==> src/rtl/cs_seq_pkg.sv <==
package cs_seq_pkg;

  typedef enum logic [1:0] {
    PRE_NONE = 2'd0,
    PRE_X    = 2'd1,
    PRE_Y    = 2'd2,
    PRE_Z    = 2'd3
  } preamble_e;

  // Preamble for the subframe currently on the line.
  function automatic preamble_e pick_preamble(input logic running,
                                              input logic right_half,
                                              input logic first_frame);
    if (!running)         return PRE_NONE;
    else if (right_half)  return PRE_Y;
    else if (first_frame) return PRE_Z;
    else                  return PRE_X;
  endfunction

  // Modular increment used by both position counters.
  function automatic int unsigned wrap_inc(input int unsigned value,
                                           input int unsigned limit);
    return (value + 1 >= limit) ? 0 : value + 1;
  endfunction

  // Linear slot position within a block.
  function automatic int unsigned block_pos(input int unsigned frame,
                                            input int unsigned slot,
                                            input int unsigned frame_slots);
    return frame * frame_slots + slot;
  endfunction

endpackage

==> src/rtl/cs_fsync_align.sv <==
module cs_fsync_align (
  input  logic clk,
  input  logic rst_n,
  input  logic fsync,
  output logic start_evt,
  output logic locked
);

  logic fs_q;
  logic left_to_right;

  assign left_to_right = fs_q & ~fsync;
  assign start_evt     = left_to_right & ~locked;

  always_ff @(posedge clk or negedge rst_n) begin
    if (!rst_n) begin
      fs_q   <= 1'b0;
      locked <= 1'b0;
    end else begin
      fs_q <= fsync;
      if (start_evt) locked <= 1'b1;
    end
  end

endmodule

==> src/rtl/cs_pos_counter.sv <==
module cs_pos_counter #(
  parameter int SUB_SLOTS    = 32,
  parameter int BLOCK_FRAMES = 192,
  localparam int FRAME_SLOTS = 2 * SUB_SLOTS,
  localparam int SW          = $clog2(FRAME_SLOTS),
  localparam int FW          = $clog2(BLOCK_FRAMES)
) (
  input  logic          clk,
  input  logic          rst_n,
  input  logic          start_evt,
  input  logic          locked,
  output logic [SW-1:0] slot,
  output logic [FW-1:0] frame,
  output logic          frame_end
);

  import cs_seq_pkg::*;

  logic [SW-1:0] slot_nx;
  logic [FW-1:0] frame_nx;

  assign frame_end = (slot == SW'(FRAME_SLOTS - 1));

  always_comb begin
    slot_nx  = SW'(wrap_inc(int'(slot), FRAME_SLOTS));
    frame_nx = frame;
    if (frame_end) frame_nx = FW'(wrap_inc(int'(frame), BLOCK_FRAMES));
  end

  always_ff @(posedge clk or negedge rst_n) begin
    if (!rst_n) begin
      slot  <= '0;
      frame <= '0;
    end else if (start_evt) begin
      slot  <= SW'(SUB_SLOTS);
      frame <= FW'(BLOCK_FRAMES - 1);
    end else if (locked) begin
      slot  <= slot_nx;
      frame <= frame_nx;
    end
  end

endmodule

==> src/rtl/cs_blk_marker.sv <==
module cs_blk_marker #(
  parameter int SUB_SLOTS    = 32,
  parameter int BLOCK_FRAMES = 192,
  parameter int MARK_FRAMES  = 128,
  localparam int FRAME_SLOTS = 2 * SUB_SLOTS,
  localparam int SW          = $clog2(FRAME_SLOTS),
  localparam int FW          = $clog2(BLOCK_FRAMES)
) (
  input  logic          clk,
  input  logic          rst_n,
  input  logic          locked,
  input  logic [SW-1:0] slot,
  input  logic [FW-1:0] frame,
  input  logic          subcode_en,
  output logic          blk_raw,
  output logic          rise_due,
  output logic          fall_due,
  output logic          blk_start,
  output logic          chan_b,
  output logic [1:0]    pre_sel
);

  import cs_seq_pkg::*;

  logic pre_last_slot;
  logic right_half;

  // Transitions are scheduled so the register changes entering slot 63.
  assign pre_last_slot = (slot == SW'(FRAME_SLOTS - 2));
  assign rise_due      = locked & pre_last_slot & (frame == FW'(BLOCK_FRAMES - 1));
  assign fall_due      = locked & pre_last_slot & (frame == FW'(MARK_FRAMES - 1));

  always_ff @(posedge clk or negedge rst_n) begin
    if (!rst_n)        blk_raw <= 1'b0;
    else if (!locked)  blk_raw <= 1'b0;
    else if (rise_due) blk_raw <= 1'b1;
    else if (fall_due) blk_raw <= 1'b0;
  end

  assign right_half = (slot >= SW'(SUB_SLOTS));
  assign blk_start  = blk_raw & ~subcode_en;
  assign chan_b     = locked & right_half;
  assign pre_sel    = pick_preamble(locked, right_half, frame == '0);

endmodule

==> src/rtl/cs_block_seq.sv <==
module cs_block_seq #(
  parameter int SUB_SLOTS    = 32,
  parameter int BLOCK_FRAMES = 192,
  parameter int MARK_FRAMES  = 128,
  localparam int FRAME_SLOTS = 2 * SUB_SLOTS,
  localparam int SW          = $clog2(FRAME_SLOTS),
  localparam int FW          = $clog2(BLOCK_FRAMES)
) (
  input  logic          clk,
  input  logic          rst_n,
  input  logic          fsync,
  input  logic          subcode_en,
  output logic [FW-1:0] frame_idx,
  output logic          chan_b,
  output logic [1:0]    pre_sel,
  output logic          blk_start,
  output logic          drv_en
);

  logic          start_evt;
  logic          locked;
  logic [SW-1:0] slot_q;
  logic [FW-1:0] frame_q;
  logic          frame_end;
  logic          blk_raw;
  logic          rise_due;
  logic          fall_due;

  cs_fsync_align u_align (
    .clk       (clk),
    .rst_n     (rst_n),
    .fsync     (fsync),
    .start_evt (start_evt),
    .locked    (locked)
  );

  cs_pos_counter #(
    .SUB_SLOTS    (SUB_SLOTS),
    .BLOCK_FRAMES (BLOCK_FRAMES)
  ) u_pos (
    .clk       (clk),
    .rst_n     (rst_n),
    .start_evt (start_evt),
    .locked    (locked),
    .slot      (slot_q),
    .frame     (frame_q),
    .frame_end (frame_end)
  );

  cs_blk_marker #(
    .SUB_SLOTS    (SUB_SLOTS),
    .BLOCK_FRAMES (BLOCK_FRAMES),
    .MARK_FRAMES  (MARK_FRAMES)
  ) u_mark (
    .clk        (clk),
    .rst_n      (rst_n),
    .locked     (locked),
    .slot       (slot_q),
    .frame      (frame_q),
    .subcode_en (subcode_en),
    .blk_raw    (blk_raw),
    .rise_due   (rise_due),
    .fall_due   (fall_due),
    .blk_start  (blk_start),
    .chan_b     (chan_b),
    .pre_sel    (pre_sel)
  );

  assign frame_idx = frame_q;
  assign drv_en    = locked;

endmodule

==> config.mk <==
export PLATFORM = sky130hd
export DESIGN_NAME = cs_block_seq
export DESIGN_NICKNAME = d
export VERILOG_FILES = /design/src/rtl/cs_seq_pkg.sv /design/src/rtl/cs_fsync_align.sv /design/src/rtl/cs_pos_counter.sv /design/src/rtl/cs_blk_marker.sv /design/src/rtl/cs_block_seq.sv
export SDC_FILE = /design/constraint.sdc
export NUM_CORES = 1
export LEC_CHECK = 0
export BUFFER_PORTS_ARGS = -buffer_cell sky130_fd_sc_hd__clkbuf_2
export CORE_UTILIZATION = 45
export DETAILED_ROUTE_END_ITERATION = 8
export PLACE_DENSITY_LB_ADDON = 0.08
export SYNTH_ARGS = -nofsm -noshare
export SYNTH_HDL_FRONTEND = slang
export SYNTH_HIERARCHICAL = 1
export SYNTH_SLANG_ARGS = --single-unit
export TNS_END_PERCENT = 50
==> constraint.sdc <==
create_clock -name clk -period 2.2 [get_ports clk]
set_input_delay 0.44 -clock clk [delete_from_list [all_inputs] [get_ports clk]]
set_output_delay 0.44 -clock clk [all_outputs]
set_load 0.01 [all_outputs]
; Word level (Yosys, flattened, before mapping)
; Cells that the tools add are included.
[totals]
out_inout_bits = 13
register_bits = 17
[op_classes]
magnitude_cmp = 3
mux = 13
reduce_logical = 4
bitwise = 10
addsub = 2
n_eq_ne = 5
[op_table]
columns = op, n
row1 = 8-bit 2-to-1 mux, 4
row2 = 6-bit 2-to-1 mux, 3
row3 = 6-bit == test (second input constant), 2
row4 = 8-bit by 1-bit adder with 9-bit output (second input constant), 1
row5 = 9-bit by 8-bit >= comparator with 1-bit output (second input constant), 1
row6 = 8-bit by 7-bit == test with 1-bit output (second input constant), 1
row7 = 8-bit == test (second input constant), 1
row8 = 8-bit zero test, 1
row9 = 6-bit by 1-bit adder with 7-bit output (second input constant), 1
row10 = 1-bit AND, 7
row11 = 7-bit >= comparator (second input constant), 1
row12 = 6-bit >= comparator (second input constant), 1
row13 = 2-bit 2-to-1 mux, 3
row14 = 2-bit nonzero test, 2
row15 = 1-bit 2-to-1 mux, 3
row16 = 3-bit != test (second input constant), 1
row17 = 1-bit inverter, 3
row18 = 2-bit AND reduction, 1

; Depth between registers and ports, before layout
[depth]
depth_word = 6
ltp_mapped = 6
depth_no_buf = 6

; Modules after synthesis
; The synthesis kept the hierarchy.
[modules_own_cells]
columns = mod, seq_area_each_um2, cells_each, area_each_um2, instances
row1 = cs_pos_counter, 350.3, 89, 828.3, 1
row2 = cs_blk_marker, 25.0, 19, 143.9, 1
row3 = cs_fsync_align, 50.0, 5, 76.3, 1

; Worst setup path after synthesis
; OpenSTA, ideal clock, no wires.
[synth_path]
path_type = register -> register
from = register u_pos.frame[0]
to = register u_pos.frame[3]
synth_period_minus_slack_ns = 1.885
setup_slack_ns = 0.315
stages_incl_launch_ff = 7
required_ns = 2.076
arrival_time_ns = 1.761
setup_ns = 0.124
path_cell_list = dfrtp_1 > ha_1 > and3_2 > nor4_2 > a31oi_1 > a31o_1 > a211o_1
[synth_between]
elab_chain_len = 6
[synth_rtl]
columns = element, line
row1 = from (decl), cs_pos_counter.sv:13  ; output logic [FW-1:0] frame,
row2 = from (signal assigned), cs_pos_counter.sv:36  ; frame <= FW'(BLOCK_FRAMES - 1);
row3 = from (signal assigned), cs_pos_counter.sv:39  ; frame <= frame_nx;
row4 = 8-bit by 1-bit adder with 9-bit output (*), cs_seq_pkg.sv:23  ; return (value + 1 >= limit) ? 0 : value + 1;
row5 = 9-bit by 8-bit >= comparator with 1-bit output, cs_seq_pkg.sv:23
row6 = 8-bit 2-to-1 mux (*), cs_seq_pkg.sv:23
row7 = 8-bit 2-to-1 mux (*), cs_pos_counter.sv:27  ; if (frame_end) frame_nx = FW'(wrap_inc(int'(frame), BLOCK_FRAMES));
row8 = 8-bit 2-to-1 mux (*), cs_pos_counter.sv:37  ; end else if (locked) begin
row9 = 8-bit 2-to-1 mux (*), cs_pos_counter.sv:34  ; end else if (start_evt) begin
; Every way passes the cells marked *; elsewhere a longest branch is shown, timed or not. The select of a mux whose other input is x is not followed.
; A chain may end at the register's enable or synchronous reset.

; Worst setup path in the final report
[layout_path]
from = register u_pos.frame[1]
to = register u_pos.frame[3]
; The elaborated chain is that of the path after synthesis.

==> results.cfg <==
[sta]
report.final.slew_viol_count = 0
final.period_utilization_pct = 90.7
achievable_freq_mhz = 501
min_period_ns = 1.99
max_slew.worst_pin.slew_ns = 0.620
grt_setup_unrepaired = false
sum_neg_setup_slack_ns = 0
setup_slack_ns = 0.205
setup_violations = 0
max_slew_margin_pct = 58.6
clock_skew_ns = 0.00446
timing_hold_violations_final = 0

[setup_path]
cp_depth = 6
criticalPathCategory = flop to flop
crit_path_start = u_pos/frame[1]
worstPathBufferInverterCount = 0
capturing_point_of_the_worst_reg2reg_path = u_pos/frame[3]
crit-reg2reg-launch = u_pos/frame[1]
critPathSlowestCell = sky130_fd_sc_hd__dfrtp_1
critPathTopFamily = compound AO/OA/AOI/OAI gates
reg2regPathDepth = 6
path_cells = ha_1 > and3_2 > nor4_2 > a31oi_1 > a31o_1 > a211o_1
cp-start-kind = flop
worst_setup_path_end_kind = flop
slowest_delay_ns = 0.49
cp.required_ns = 2.38
endpoint = u_pos/frame[3]
critical_path.max_fanout = 7
worst-r2r-setup-slack_ns = 0.21
timing.critical_path.arrival_ns = 2.18

[cells_and_area]
synth_to_final_area_change_pct = 15.1
antenna_cells = 0
finalNonFillerCells = 160
final_instance_area_um2 = 1190
design.final.nets = 140
fraction_of_layout_cells_with_a_size_suffix_above_1_pct = 26.5

[clock_network]
cts.root.buffer_cell = sky130_fd_sc_hd__clkbuf_4
clk_transition_reported_paths_ns = 0.10
tritoncts = built
clock_sinks = 17
postCtsHoldBufs = 0
worst_skew_pair.late_latency_ns = 0.29
post_cts.repair.setup_buffers = 0
cts.path.max_buffers = 2
clock_tree.htree_level_count = 1
cts_buffers = 3
cts_repair_resize_count = 0

[floorplan]
chipHeight_um = 50.0
core_area_um2 = 2190
initial_core_util_pct = 47.3
chipWidth_um = 50.0
fp.dieArea_um2 = 2500
io_pins = 17
std_cell_rows = 17

[power]
comb_power_share_pct = 47.1
power.static_leakage_nw = 0.497
sequentialPowerShare_pct = 41.6
switching_share_pct = 45.9
switching_power_w = 0.000691
ir_drop_mv = 0.657
clkPwrFrac_pct = 11.3
p_per_area_nw_per_um2 = 1260
intPower_w = 0.000815

[grt]
grt_first_pass_wirelength_um = 4170
first_global_vias = 895
initial_antenna_violation_count = 0
grt.overflow.total = 0
grt_max_degree = 18
groute.usage.overall_pct = 21.7

[routing]
avgViaCountPerCell = 5.82
routed-via-count = 931
detail_route.wl_per_cell_um = 14.7
first_pass_iters = 4
antenna_left = 0
wl_um = 2360
route.detailed.drc = 0
drt-initial-drc-count = 25

[synthesis]
postSynthAreaPerCell_um2 = 9.34
synthesis.nets = 118
syn_inst = 111
synthesis.yosys.warnings = 6
synth.cell_area_um2 = 1040

[run_status]
status = complete, no violations

[place]
routabilityCongestion = 0.784
pre_cts_ws_ns = 0.278
place_hpwl_um = 1590
place.port_buffers = 16
placed_cell_area_um2 = 1170
placed_cells = 156

[hold_path]
min_path_type = primary input to async pin

[flow_run]
maxCapViolations = 0
==> registers in the layout, indices dropped and copies added, names as in the netlist <==
signal          flops
u_pos/frame         8
u_align/locked      1
u_mark/blk_raw      1
u_align/fs_q        1
u_pos/slot          6
==> layer usage <==
layer  global-route usage (%)  part of all wire, %  vias up
met4                     7.14                    0        0
met1                     31.8                   49      440
met2                     32.9                   45       32
met3                     2.47                  6.0        0
met5                        0                    0        -
li1                         -                    -      459
==> power by group through the flow <==
stage	clock [W]	combinational, W	sequential [W]
final	0.000170	0.000710	0.000626
after global routing	0.000190	0.000815	0.000647
after CTS	0.000178	0.000702	0.000619
after detailed placement	0	0.000700	0.000626
after global placement	0	0.000688	0.000618
after floorplan	0	0.000471	0.000615
==> through the flow <==
step                      power [W]  hold WS, ns  utilization (%)
after detailed placement    0.00133        0.406             53.3
after global routing        0.00165       0.0976             54.5
final                       0.00151       0.0748             54.5
after global placement      0.00131        0.404             53.3
after floorplan             0.00109        0.144                -
after CTS                   0.00150       0.0804             54.5
==> final cells by class <==
| cell class | instances | area (um^2) |
|---|---|---|
| clock buffer | 4 | 26.3 |
| fill | 208 | 997 |
| inverter | 2 | 7.51 |
| multi-input combinational | 89 | 589 |
| sequential | 17 | 425 |
| tap | 28 | 35.0 |
| timing repair buffer | 20 | 110 |
==> layout by cell type (no fill, tap or decap), drive strengths merged, types with 4 or more instances in the layout <==
master and instances:
nand4 5, o21ai 4, nand3 9, nor2 5, nand2 9, buf 4, a21oi 10, dfrtp 17
a211o 5, clkbuf 20, nand2b 4, nor4 5
==> worst min-delay path by stage <==
stage	startpoint	endpoint	slack, ns	cells after the start
2_1_floorplan	rst_n	u_align/fs_q	0.14	0
6_report	rst_n	u_pos/slot[1]	0.07	1
3_3_place_gp	rst_n	u_pos/frame[6]	0.40	1
3_5_place_dp	rst_n	u_pos/frame[6]	0.41	1
4_1_cts	rst_n	u_pos/frame[6]	0.08	1
5_1_grt	rst_n	u_pos/frame[6]	0.1	1
(Power assumes the default switching activity.)
